## src/rtl/exc_pkg.sv

```systemverilog
package exc_pkg;
  typedef enum logic [2:0] {
    CL_NONE    = 3'd0,
    CL_IRQ     = 3'd1,
    CL_TLBMISS = 3'd2,
    CL_PERM    = 3'd3,
    CL_GUARD   = 3'd4,
    CL_BREAK   = 3'd5
  } exc_class_e;

  typedef struct packed {
    logic esave;
    logic bsave;
    logic eret;
    logic bret;
  } save_we_t;
endpackage

```

## src/rtl/exc_cause_decode.sv

```systemverilog
module exc_cause_decode
  import exc_pkg::*;
#(
  parameter int CW            = 5,
  parameter int C_IRQ         = 2,
  parameter int C_TRAP        = 3,
  parameter int C_ILLEGAL     = 5,
  parameter int C_BREAK       = 7,
  parameter int C_SUPER_INSN  = 9,
  parameter int C_SUPER_ADDR  = 11,
  parameter int C_SUPER_DATA  = 12,
  parameter int C_TLB_MISS    = 14,
  parameter int C_TLB_READ    = 15,
  parameter int C_TLB_WRITE   = 16,
  parameter int C_TLB_EXEC    = 17
) (
  input  logic [CW-1:0] cause_i,
  output exc_class_e    class_o
);
  always_comb begin
    class_o = CL_NONE;
    if (cause_i == CW'(C_IRQ))
      class_o = CL_IRQ;
    else if (cause_i == CW'(C_TLB_MISS))
      class_o = CL_TLBMISS;
    else if (cause_i == CW'(C_TLB_READ) || cause_i == CW'(C_TLB_WRITE) ||
             cause_i == CW'(C_TLB_EXEC))
      class_o = CL_PERM;
    else if (cause_i == CW'(C_TRAP) || cause_i == CW'(C_ILLEGAL) ||
             cause_i == CW'(C_SUPER_INSN) || cause_i == CW'(C_SUPER_ADDR) ||
             cause_i == CW'(C_SUPER_DATA))
      class_o = CL_GUARD;
    else if (cause_i == CW'(C_BREAK))
      class_o = CL_BREAK;
  end
endmodule

```

## src/rtl/exc_status_calc.sv

```systemverilog
module exc_status_calc
  import exc_pkg::*;
#(
  parameter int XLEN   = 32,
  parameter int B_PIE  = 0,
  parameter int B_USER = 1,
  parameter int B_EH   = 2,
  parameter int B_IH   = 3
) (
  input  exc_class_e       class_i,
  input  logic [XLEN-1:0]  status_i,
  output logic [XLEN-1:0]  status_o,
  output logic             eh_o
);
  assign eh_o = status_i[B_EH];

  always_comb begin
    status_o = status_i;
    if (class_i == CL_IRQ)
      status_o[B_IH] = 1'b1;
    else
      status_o[B_EH] = 1'b1;
    status_o[B_PIE]  = 1'b0;
    status_o[B_USER] = 1'b0;
  end

  always_comb begin
    if (class_i != CL_NONE && class_i != CL_IRQ) begin
      p_handler_set_r10: assert (status_o[B_EH] && !status_o[B_PIE] && !status_o[B_USER])
        else $error("handler bit not set on fault entry");
    end
  end
endmodule

```

## src/rtl/exc_save_ctrl.sv

```systemverilog
module exc_save_ctrl
  import exc_pkg::*;
(
  input  logic       take_i,
  input  exc_class_e class_i,
  input  logic       eh_i,
  output save_we_t   we_o
);
  logic fresh;
  assign fresh = take_i && !eh_i;

  always_comb begin
    we_o = '0;
    unique case (class_i)
      CL_IRQ, CL_PERM: begin
        we_o.esave = take_i;
        we_o.eret  = take_i;
      end
      CL_TLBMISS, CL_GUARD: begin
        we_o.esave = fresh;
        we_o.eret  = fresh;
      end
      CL_BREAK: begin
        we_o.bsave = fresh;
        we_o.bret  = fresh;
      end
      default: we_o = '0;
    endcase
  end

  always_comb begin
    p_one_save_bank_r7: assert (!((we_o.esave || we_o.eret) && (we_o.bsave || we_o.bret)))
      else $error("both save banks enabled");
    if (take_i && eh_i && (class_i == CL_GUARD || class_i == CL_BREAK || class_i == CL_TLBMISS)) begin
      p_nested_keeps_r6: assert (we_o == '0)
        else $error("nested fault overwrote saved state");
    end
  end
endmodule

```

## src/rtl/exc_target_sel.sv

```systemverilog
module exc_target_sel
  import exc_pkg::*;
#(
  parameter int               XLEN        = 32,
  parameter logic [XLEN-1:0]  VEC_GENERAL = 32'h0800_0020,
  parameter logic [XLEN-1:0]  VEC_REFILL  = 32'h0400_0100,
  parameter logic [XLEN-1:0]  VEC_BREAK   = 32'h0A00_0000,
  parameter bit               BRK_OWN_VEC = 1'b0
) (
  input  exc_class_e      class_i,
  input  logic            eh_i,
  output logic [XLEN-1:0] target_o
);
  logic [XLEN-1:0] brk_target;

  generate
    if (BRK_OWN_VEC) begin : g_brk_own
      assign brk_target = VEC_BREAK;
    end else begin : g_brk_shared
      assign brk_target = VEC_GENERAL;
    end
  endgenerate

  always_comb begin
    if (class_i == CL_TLBMISS && !eh_i)
      target_o = VEC_REFILL;
    else if (class_i == CL_BREAK)
      target_o = brk_target;
    else
      target_o = VEC_GENERAL;
  end
endmodule

```

## src/rtl/exc_entry_ctrl.sv

```systemverilog
module exc_entry_ctrl
  import exc_pkg::*;
#(
  parameter int               XLEN         = 32,
  parameter int               CW           = 5,
  parameter int               CAUSE_LSB    = 2,
  parameter int               B_PIE        = 0,
  parameter int               B_USER       = 1,
  parameter int               B_EH         = 2,
  parameter int               B_IH         = 3,
  parameter int               B_DBLMISS    = 14,
  parameter int               B_WRPEND     = 18,
  parameter int               C_IRQ        = 2,
  parameter int               C_TRAP       = 3,
  parameter int               C_ILLEGAL    = 5,
  parameter int               C_BREAK      = 7,
  parameter int               C_SUPER_INSN = 9,
  parameter int               C_SUPER_ADDR = 11,
  parameter int               C_SUPER_DATA = 12,
  parameter int               C_TLB_MISS   = 14,
  parameter int               C_TLB_READ   = 15,
  parameter int               C_TLB_WRITE  = 16,
  parameter int               C_TLB_EXEC   = 17,
  parameter logic [XLEN-1:0]  VEC_GENERAL  = 32'h0800_0020,
  parameter logic [XLEN-1:0]  VEC_REFILL   = 32'h0400_0100,
  parameter logic [XLEN-1:0]  VEC_BREAK    = 32'h0A00_0000,
  parameter bit               BRK_OWN_VEC  = 1'b0
) (
  input  logic            take_i,
  input  logic [CW-1:0]   cause_i,
  input  logic [XLEN-1:0] pc_i,
  input  logic [XLEN-1:0] status_i,
  input  logic [XLEN-1:0] cause_reg_i,
  input  logic [XLEN-1:0] tlbctl_i,
  output logic            status_we_o,
  output logic [XLEN-1:0] status_o,
  output logic            esave_we_o,
  output logic [XLEN-1:0] esave_o,
  output logic            bsave_we_o,
  output logic [XLEN-1:0] bsave_o,
  output logic            eret_we_o,
  output logic [XLEN-1:0] eret_o,
  output logic            bret_we_o,
  output logic [XLEN-1:0] bret_o,
  output logic            cause_we_o,
  output logic [XLEN-1:0] cause_reg_o,
  output logic            tlbctl_we_o,
  output logic [XLEN-1:0] tlbctl_o,
  output logic            pc_we_o,
  output logic [XLEN-1:0] pc_o,
  output logic            bad_cause_o
);
  localparam int CAUSE_MSB = CAUSE_LSB + CW - 1;
  localparam logic [XLEN-1:0] INSN_BYTES = XLEN'(4);

  exc_class_e cls;
  logic       eh;
  logic       known;
  save_we_t   save_we;
  logic [XLEN-1:0] link;

  exc_cause_decode #(
    .CW(CW), .C_IRQ(C_IRQ), .C_TRAP(C_TRAP), .C_ILLEGAL(C_ILLEGAL),
    .C_BREAK(C_BREAK), .C_SUPER_INSN(C_SUPER_INSN), .C_SUPER_ADDR(C_SUPER_ADDR),
    .C_SUPER_DATA(C_SUPER_DATA), .C_TLB_MISS(C_TLB_MISS), .C_TLB_READ(C_TLB_READ),
    .C_TLB_WRITE(C_TLB_WRITE), .C_TLB_EXEC(C_TLB_EXEC)
  ) u_decode (
    .cause_i (cause_i),
    .class_o (cls)
  );

  exc_status_calc #(
    .XLEN(XLEN), .B_PIE(B_PIE), .B_USER(B_USER), .B_EH(B_EH), .B_IH(B_IH)
  ) u_status (
    .class_i  (cls),
    .status_i (status_i),
    .status_o (status_o),
    .eh_o     (eh)
  );

  exc_save_ctrl u_save (
    .take_i  (take_i),
    .class_i (cls),
    .eh_i    (eh),
    .we_o    (save_we)
  );

  exc_target_sel #(
    .XLEN(XLEN), .VEC_GENERAL(VEC_GENERAL), .VEC_REFILL(VEC_REFILL),
    .VEC_BREAK(VEC_BREAK), .BRK_OWN_VEC(BRK_OWN_VEC)
  ) u_target (
    .class_i  (cls),
    .eh_i     (eh),
    .target_o (pc_o)
  );

  assign known = (cls != CL_NONE);
  assign link  = pc_i + INSN_BYTES;

  assign esave_o = status_i;
  assign bsave_o = status_i;
  assign eret_o  = link;
  assign bret_o  = link;

  assign esave_we_o = save_we.esave;
  assign eret_we_o  = save_we.eret;
  assign bsave_we_o = save_we.bsave;
  assign bret_we_o  = save_we.bret;

  assign status_we_o = take_i && known;
  assign cause_we_o  = take_i && known;
  assign pc_we_o     = take_i && known;
  assign bad_cause_o = take_i && !known;
  assign tlbctl_we_o = take_i && (cls == CL_TLBMISS);

  always_comb begin
    cause_reg_o = cause_reg_i;
    cause_reg_o[CAUSE_MSB:CAUSE_LSB] = cause_i;
  end

  always_comb begin
    tlbctl_o = tlbctl_i;
    if (eh) begin
      tlbctl_o[B_DBLMISS] = 1'b1;
    end else begin
      tlbctl_o[B_DBLMISS] = 1'b0;
      tlbctl_o[B_WRPEND]  = 1'b1;
    end
  end

  always_comb begin
    if (cause_we_o) begin
      p_cause_field_r1: assert (cause_reg_o[CAUSE_MSB:CAUSE_LSB] == cause_i &&
                                cause_reg_o[1:0] == cause_reg_i[1:0])
        else $error("cause field misplaced");
    end
    if (bad_cause_o) begin
      p_bad_quiet_r8: assert (!status_we_o && !esave_we_o && !bsave_we_o && !eret_we_o &&
                              !bret_we_o && !cause_we_o && !tlbctl_we_o && !pc_we_o)
        else $error("write enabled on unknown cause");
    end
    if (take_i == 1'b0) begin
      p_idle_r9: assert (!status_we_o && !esave_we_o && !bsave_we_o && !eret_we_o &&
                         !bret_we_o && !cause_we_o && !tlbctl_we_o && !pc_we_o && !bad_cause_o)
        else $error("activity without take strobe");
    end
    if (tlbctl_we_o && !status_i[B_EH]) begin
      p_refill_path_r3: assert (pc_o == VEC_REFILL && esave_we_o && eret_we_o)
        else $error("first-level miss took wrong path");
    end
    if (tlbctl_we_o && status_i[B_EH]) begin
      p_double_miss_r4: assert (tlbctl_o[B_DBLMISS] && !esave_we_o && !eret_we_o)
        else $error("nested miss handled wrongly");
    end
  end
endmodule

```

## config.mk

```make
export PLATFORM = sky130hd
export DESIGN_NAME = exc_entry_ctrl
export DESIGN_NICKNAME = d
export VERILOG_FILES = /design/src/rtl/exc_pkg.sv /design/src/rtl/exc_cause_decode.sv /design/src/rtl/exc_status_calc.sv /design/src/rtl/exc_save_ctrl.sv /design/src/rtl/exc_target_sel.sv /design/src/rtl/exc_entry_ctrl.sv
export SDC_FILE = /design/constraint.sdc
export NUM_CORES = 1
export LEC_CHECK = 0
export ABC_AREA = 1
export BUFFER_PORTS_ARGS = -buffer_cell sky130_fd_sc_hd__clkbuf_2
export CAP_MARGIN = 20
export CORE_AREA = 2 2 157 159
export DETAILED_ROUTE_END_ITERATION = 8
export DIE_AREA = 0 0 159 161
export GPL_ROUTABILITY_DRIVEN = 1
export GPL_TIMING_DRIVEN = 0
export PLACE_DENSITY = 0.48
export SYNTH_ARGS = -nofsm -noshare
export SYNTH_HDL_FRONTEND = slang
export SYNTH_SLANG_ARGS = --single-unit
```

## constraint.sdc

```tcl
create_clock -name vclk -period 3.6
set_input_delay 0.72 -clock vclk [all_inputs]
set_output_delay 0.72 -clock vclk [all_outputs]
set_load 0.02 [all_outputs]
```

Word level (Yosys, flattened, before mapping)

Cells that the tools add are included.

Bits in registers: 0
Latch bits: 0
RAM bits: 0
ROM bits: 0
Input port bits: 134
Output and inout port bits: 265
Word-level logic and storage cells: 45
Memories: 0

Add/sub/neg operators: 1
Multiply operators: 0
Divide/modulo/power cells: 0
Order comparisons: 0
Eq/ne operators: 16
Shift-type cells: 0
Muxes and demuxes: 12
Bitwise logic cells: 0
Reduce and logical (&&, ||, !) cells: 16

Operator list:

| kind                                                                   | count |
|---|---|
| 32-bit by 3-bit adder with 32-bit output (second input constant)       | 1 |
| 28-bit 2-to-1 mux                                                      | 1 |
| 5-bit by 4-bit equality test with 1-bit output (second input constant) | 5 |
| 3-bit 2-to-1 mux                                                       | 5 |
| 5-bit by 2-bit equality test with 1-bit output (second input constant) | 2 |
| 5-bit by 3-bit equality test with 1-bit output (second input constant) | 2 |
| 5-bit equality test (second input constant)                            | 2 |
| 3-bit by 2-bit equality test with 1-bit output (second input constant) | 2 |
| 3-bit equality test (second input constant)                            | 2 |
| 1-bit logical OR                                                       | 6 |
| 1-bit logical AND                                                      | 5 |
| 1-bit 2-to-1 mux                                                       | 5 |
| 2-bit OR reduction                                                     | 2 |
| 3-bit by 1-bit equality test with 1-bit output (second input constant) | 1 |
| 3-bit nonzero test                                                     | 1 |
| 1-bit logical NOT                                                      | 2 |
| 1-bit case mux with 2 select lines                                     | 1 |

Longest topological paths before layout

Gate-level depths: netlist (run 1).

Depth in word-level cells: 12
Depth in mapped cells: 8
Gate-level depth less buffers: 7

Hierarchy

Synthesis (run 1) repeated with hierarchy kept, for this count alone.

Cells, all modules: 465
Area, all modules: 2,816.5 sq um

Modules (own cells, without submodules):

| module           | instances | cells an instance | area an instance (sq um) | sequential area each (sq um) |
|---|---|---|---|---|
| exc_entry_ctrl   | 1         | 342               | 2,090.8                  | 0.0 |
| exc_status_calc  | 1         | 41                | 272.8                    | 0.0 |
| exc_target_sel   | 1         | 41                | 266.5                    | 0.0 |
| exc_cause_decode | 1         | 27                | 113.9                    | 0.0 |
| exc_save_ctrl    | 1         | 14                | 72.6                     | 0.0 |

Worst setup path after synthesis (run 1)

OpenSTA, ideal clock, no wires.

Path kind: input -> output
Start: input pc_i[2]
End: output eret_o[16]
Data arrival time: 1,968 ps
Required time: 2,880 ps
Setup slack: 912 ps
Stages on the path: 6
Buffers on the path: 1
Cell sequence: ha_1 > inv_1 > nor3_4 > nand3_2 > xor2_1 > buf_4

Cells in the longest elaborated chain, start to end: 1

Ends and longest elaborated chain:

| what                                     | RTL line             | RTL |
|---|---|---|
| from (decl)                              | exc_entry_ctrl.sv:31 | `input logic [XLEN-1:0] pc_i,` |
| 32-bit by 3-bit adder with 32-bit output | exc_entry_ctrl.sv:98 | `assign link = pc_i + INSN_BYTES;` |
| to (decl)                                | exc_entry_ctrl.sv:42 | `output logic [XLEN-1:0] eret_o,` |

No other way between the ends.

Worst setup path after layout (run 1)

Start: input pc_i[2]
End: output eret_o[18]

Same word-level chain as after synthesis.

==> results of run 1 <==
-- cells in the mapped netlist (all sizes together) --
cell      n
buf     225
ha        1
conb      1
nand3    18
nand4     5
a21oi     1
or2       1
nor3     12
o21ai     1
nor4      1
nor2     42
nand2    83
nand3b    5
nor3b     1
xnor2     3
inv      28
xor2     14
-- through the flow --
stage | utilization | power [W] | instance area, um2
floorplan | - | 0.000463 | 2870
global placement | 0.194 | 0.000655 | 4650
detailed placement | 0.194 | 0.000655 | 4650
CTS | 0.194 | 0.000657 | 4650
global route | 0.194 | 0.000694 | 4650
finish | 0.194 | 0.000650 | 4650
-- worst max-delay path, cell delays in order --
cell and delay [ps]:
clkbuf_2 160, ha_1 240, nand3_1 270, inv_1 180, nand4_1 120, xor2_1 340, buf_4 170, clkbuf_2 150
-- path summary, 6_finish.rpt --
check	slack [ps]	cells past startpoint	end
setup / recovery	520	8	eret_o[18]
hold / removal	1660	2	cause_reg_o[7]
-- metal layers --
| layer | part of all wire | vias up | routed length [um] |
|---|---|---|---|
| li1 | - | 1710 | - |
| met1 | 0.39 | 1400 | 4180 |
| met2 | 0.54 | 179 | 5870 |
| met3 | 0.068 | 0 | 737 |
| met4 | 0 | 0 | 0 |
| met5 | 0 | - | 0 |
-- layout make-up --
| cell class | count | area share |
|---|---|---|
| repair buffers | 274 | 0.295 |
| plain buffers | 225 | 0.363 |
| well taps | 324 | 0.0872 |
| multi-input cells | 218 | 0.232 |
| inverters | 28 | 0.0226 |
-- cell families (layout without fill, tap and decap cells) --
| kind of cell | after synthesis | count (layout) | share of synthesized area |
|---|---|---|---|
| compound gates | 2 | 2 | 0.00362 |
| xor+xnor | 17 | 17 | 0.0539 |
| fa+ha+maj | 1 | 1 | 0.00453 |
| buf+inv | 253 | 527 | 0.649 |
| other cells | 1 | 30 | 0.00136 |
| simple gates | 168 | 168 | 0.287 |
-- power breakdown --
| group | switching, W | total [W] | internal [W] |
|---|---|---|---|
| Clock | 0 | 0 | 0 |
| Sequential | 0 | 0 | 0 |
| Combinational | 0.000369 | 0.000650 | 0.000281 |
| Total | 0.000369 | 0.000650 | 0.000281 |
==> results.sh, run 1 <==
export IMPL_status="finished clean"
export IMPL_start_util=0.115
export IMPL_hold_path_startpoint="cause_reg_i[7]"
export IMPL_critPathMaxFanout=5
export IMPL_syn_avg_cell_area_um2=6.25
export IMPL_fin_ws_ps=519
export IMPL_grt_busiest_layer="met2"
export IMPL_final_min_clock_period_ps=3080
export IMPL_ios=399
export IMPL_worstPathRequired_ps=2880
export IMPL_diodes=0
export IMPL_post_route_period_util=0.856
export IMPL_grt_pass1_wl_um=15800
export IMPL_drc=0
export IMPL_multi_input_area_um2=1080
export IMPL_cp_end_kind="output pin"
export IMPL_seq_cells=0
export IMPL_fin_cells=1069
export IMPL_synth_top_area_frac=0.611
export IMPL_drive_gt1_frac=0.686
export IMPL_die_area_um2=25600
export IMPL_ant_nets=0
export IMPL_rsz0062_at_grt="no"
export IMPL_port_buffers=274
export IMPL_irDropWorstVdd_v=0.0000375
export IMPL_wirelength_um=10800
export IMPL_grt_overflow_total=0
export IMPL_tns_ps=0
export IMPL_rows=57
export IMPL_core_um2=24000
export IMPL_area_growth_synth_to_final_pct=68.3
export IMPL_seqCellArea_um2=0
export IMPL_synth_top_cell_by_area="buf_4"
export IMPL_place_ws_ps=446
export IMPL_fillers=2786
export IMPL_synth_area_leaders="buf_4, nand2_1, nor2_1"
export IMPL_synth_area_um2=2760
export IMPL_die_x_um=159
export IMPL_clock_fmax_mhz=325
export IMPL_grt_usage=0.0746
export IMPL_first_pass_iters=4
export IMPL_cap_violations=0
export IMPL_met2_usage=0.154
export IMPL_nClkBuffers=0
export IMPL_via_per_inst=3.08
export IMPL_wire_per_inst_um=10.1
export IMPL_finalSetupViolCount=0
export IMPL_p_leak_nw=2.86
export IMPL_synthDistinctLibCells=23
export IMPL_final_hold_violation_count=0
export IMPL_grtUsageMet3=0.00873
export IMPL_post_dp_hpwl_um=10300
export IMPL_crit_start="pc_i[2]"
export IMPL_powerDensity_nw_per_um2=140
export IMPL_synth_cells=442
export IMPL_vias=3289
export IMPL_yosysSeqAreaShare=0
export IMPL_final_common_cell="clkbuf_2"
export IMPL_layout_common_cells="clkbuf_2, buf_4, nand2_1"
export IMPL_grt_met1_usage=0.0864
export IMPL_drt_initial_drc_count=83
export IMPL_post_cts_buffers=0
export IMPL_grt_pass1_vias=3005
export IMPL_hp_class="input pin to output pin"
export IMPL_cts_hold_repair_buffers=0
export IMPL_die_height_um=161
export IMPL_place_gp_congestion=0.778
export IMPL_slew_violations=0
export IMPL_final_nets=882
export IMPL_arrival_ps=2360
export IMPL_holdWs_ps=1660
export IMPL_antenna_found_initial=0
export IMPL_cts_resized=0
export IMPL_yosysWarnings=0
export IMPL_crit_path_start_kind="input pin"
export IMPL_grt_max_degree=9
export IMPL_critPathKind="input pin to output pin"
export IMPL_dp_cells=1069
(Power assumes the default switching activity.)
==> run 2: changes to the inputs <==
Settings changed: ABC_AREA 1 to default, GPL_ROUTABILITY_DRIVEN 1 to default, PLACE_DENSITY 0.48 to 0.47.
==> run 2 against run 1 <==
Effect of this change:
- maximum frequency shrank 5.6%
- critical path type unchanged
- combinational power shrank 4.0%
- wire length fell by 20%
==> results.sh, run 2 <==
export IMPL_status="finished clean"
export IMPL_synth_top_area_frac=0.688
export IMPL_cts_hold_repair_buffers=0
export IMPL_vias=2799
export IMPL_drc=0
export IMPL_post_dp_hpwl_um=8240
export IMPL_final_common_cell="clkbuf_2"
export IMPL_grt_usage=0.0578
export IMPL_antenna_found_initial=0
export IMPL_grt_overflow_total=0
export IMPL_clock_fmax_mhz=306
export IMPL_post_cts_buffers=0
export IMPL_post_route_period_util=0.907
export IMPL_crit_path_start_kind="input pin"
export IMPL_hp_class="input pin to output pin"
export IMPL_drive_gt1_frac=0.791
export IMPL_crit_top_cell="clkbuf_2"
export IMPL_fin_area_um2=4320
export IMPL_seqCellArea_um2=0
export IMPL_slew_headroom=0.621
export IMPL_port_buffers=271
export IMPL_start_util=0.102
export IMPL_place_area_um2=4320
export IMPL_die_height_um=161
export IMPL_place_gp_congestion=0.799
export IMPL_synthDistinctLibCells=32
export IMPL_slew_violations=0
export IMPL_totalPowerFinal_w=0.000624
export IMPL_tns_ps=0
export IMPL_cp_end_kind="output pin"
export IMPL_fin_cells=959
export IMPL_synth_area_leaders="buf_4, xnor2_1, nand3_1"
export IMPL_core_um2=24000
export IMPL_final_util=0.180
export IMPL_ios=399
export IMPL_drt_initial_drc_count=63
export IMPL_yosysWarnings=0
export IMPL_final_nets=772
export IMPL_final_min_clock_period_ps=3260
export IMPL_syn_avg_cell_area_um2=7.32
export IMPL_rows=57
export IMPL_critPathKind="input pin to output pin"
export IMPL_critPathMaxFanout=7
export IMPL_cap_violations=0
export IMPL_seq_cells=0
export IMPL_crit_chain="clkbuf_2 > ha_1 > nand3_1 > nor4_4 > nand4_1 > xnor2_1 > buf_4 > clkbuf_2"
export IMPL_grt_pass1_vias=2506
export IMPL_first_pass_iters=4
export IMPL_p_leak_nw=2.63
export IMPL_synth_top_cell_by_area="buf_4"
export IMPL_dp_cells=959
export IMPL_worst_pin_slew_ps=561
export IMPL_synth_common_cells="buf_4, xnor2_1, nand3_1"
export IMPL_grt_pass1_wl_um=12500
export IMPL_layout_common_cells="clkbuf_2, buf_4, conb_1"
export IMPL_nClkBuffers=0
export IMPL_ant_nets=0
export IMPL_area_growth_synth_to_final_pct=76.2
export IMPL_synth_area_um2=2450
export IMPL_wire_per_inst_um=9.03
export IMPL_cp_slowest_cell="nor4_4"
export IMPL_yosysMostFrequentCell="buf_4"
export IMPL_synth_cells=335
export IMPL_die_x_um=159
export IMPL_final_hold_violation_count=0
export IMPL_arrival_ps=2540
export IMPL_max_stage_delay_ps=400
export IMPL_worstPathRequired_ps=2880
export IMPL_rsz0062_at_grt="no"
export IMPL_wirelength_um=8660
export IMPL_via_per_inst=2.92
export IMPL_cts_resized=0
export IMPL_irDropWorstVdd_v=0.0000383
export IMPL_powerDensity_nw_per_um2=144
export IMPL_diodes=0
export IMPL_finalSetupViolCount=0
export IMPL_grt_max_degree=11
export IMPL_die_area_um2=25600
export IMPL_yosysSeqAreaShare=0
-- run 2: cell count changes after synthesis, moves of 3 or more --
cell | before | now
xor2_1 | 14 | 6
nor3_1 | 8 | 1
mux2i_1 | 0 | 3
nand2b_1 | 0 | 3
clkbuf_1 | 0 | 4
inv_1 | 28 | 5
xnor2_1 | 3 | 22
nand3b_1 | 5 | 1
nor2_1 | 40 | 7
nand3_1 | 16 | 11
and3_1 | 0 | 6
nand2_1 | 81 | 10
-- run 2: area by class of cell --
class              instances  area (um2)
multi-input cells        130         840
plain buffers            229        1700
fillers                 2751       19600
repair buffers           271        1360
inverters                  5        18.8
well taps                324         405
-- run 2: kinds of logic (layout without fill, tap and decap cells) --
family                   after synthesis  count (layout)  share of synthesized area
AO/OA/AOI/OAI                          8               8                     0.0214
XOR/XNOR                              28              28                     0.0999
adder cells (fa/ha/maj)                1               1                    0.00510
buffers and inverters                234             505                      0.702
multiplexers                           3               3                     0.0122
other                                  1              30                    0.00153
AND/OR/NAND/NOR                       60              60                      0.158
-- run 2: final timing paths --
path	slack, ps	endpoint	cells after the start	startpoint
max	340	eret_o[20]	8	pc_i[2]
min	1660	cause_reg_o[8]	2	cause_reg_i[8]
-- run 2: worst max-delay path, delay by kind of cell --
family        cells  cell delay, ps
simple gates      3             800
buf+inv           3             470
xor+xnor          1             360
fa+ha+maj         1             190
-- run 2: report_power, final --
part	internal, W	total [W]	leakage (nW)	switching, W
clock network	0	0	0	0
registers	0	0	0	0
logic	0.000280	0.000624	2.63	0.000343
-- run 2: routing by layer --
metal  GRT usage  part of all wire  wire length, um  vias to the layer above
li1            -                 -                -                     1411
met4     0.00620             0.011               96                        0
met5           0                 0                0                        -
met3      0.0116              0.11              929                        4
met1      0.0559              0.31             2720                     1171
met2       0.126              0.57             4910                      213
-- run 2: per-stage QoR --
stage,worst slack (ps),hold slack (ps)
final,335,1660
after floorplan,569,1520
after detailed placement,272,1660
after global placement,248,1670
after global routing,207,1670
after CTS,273,1670
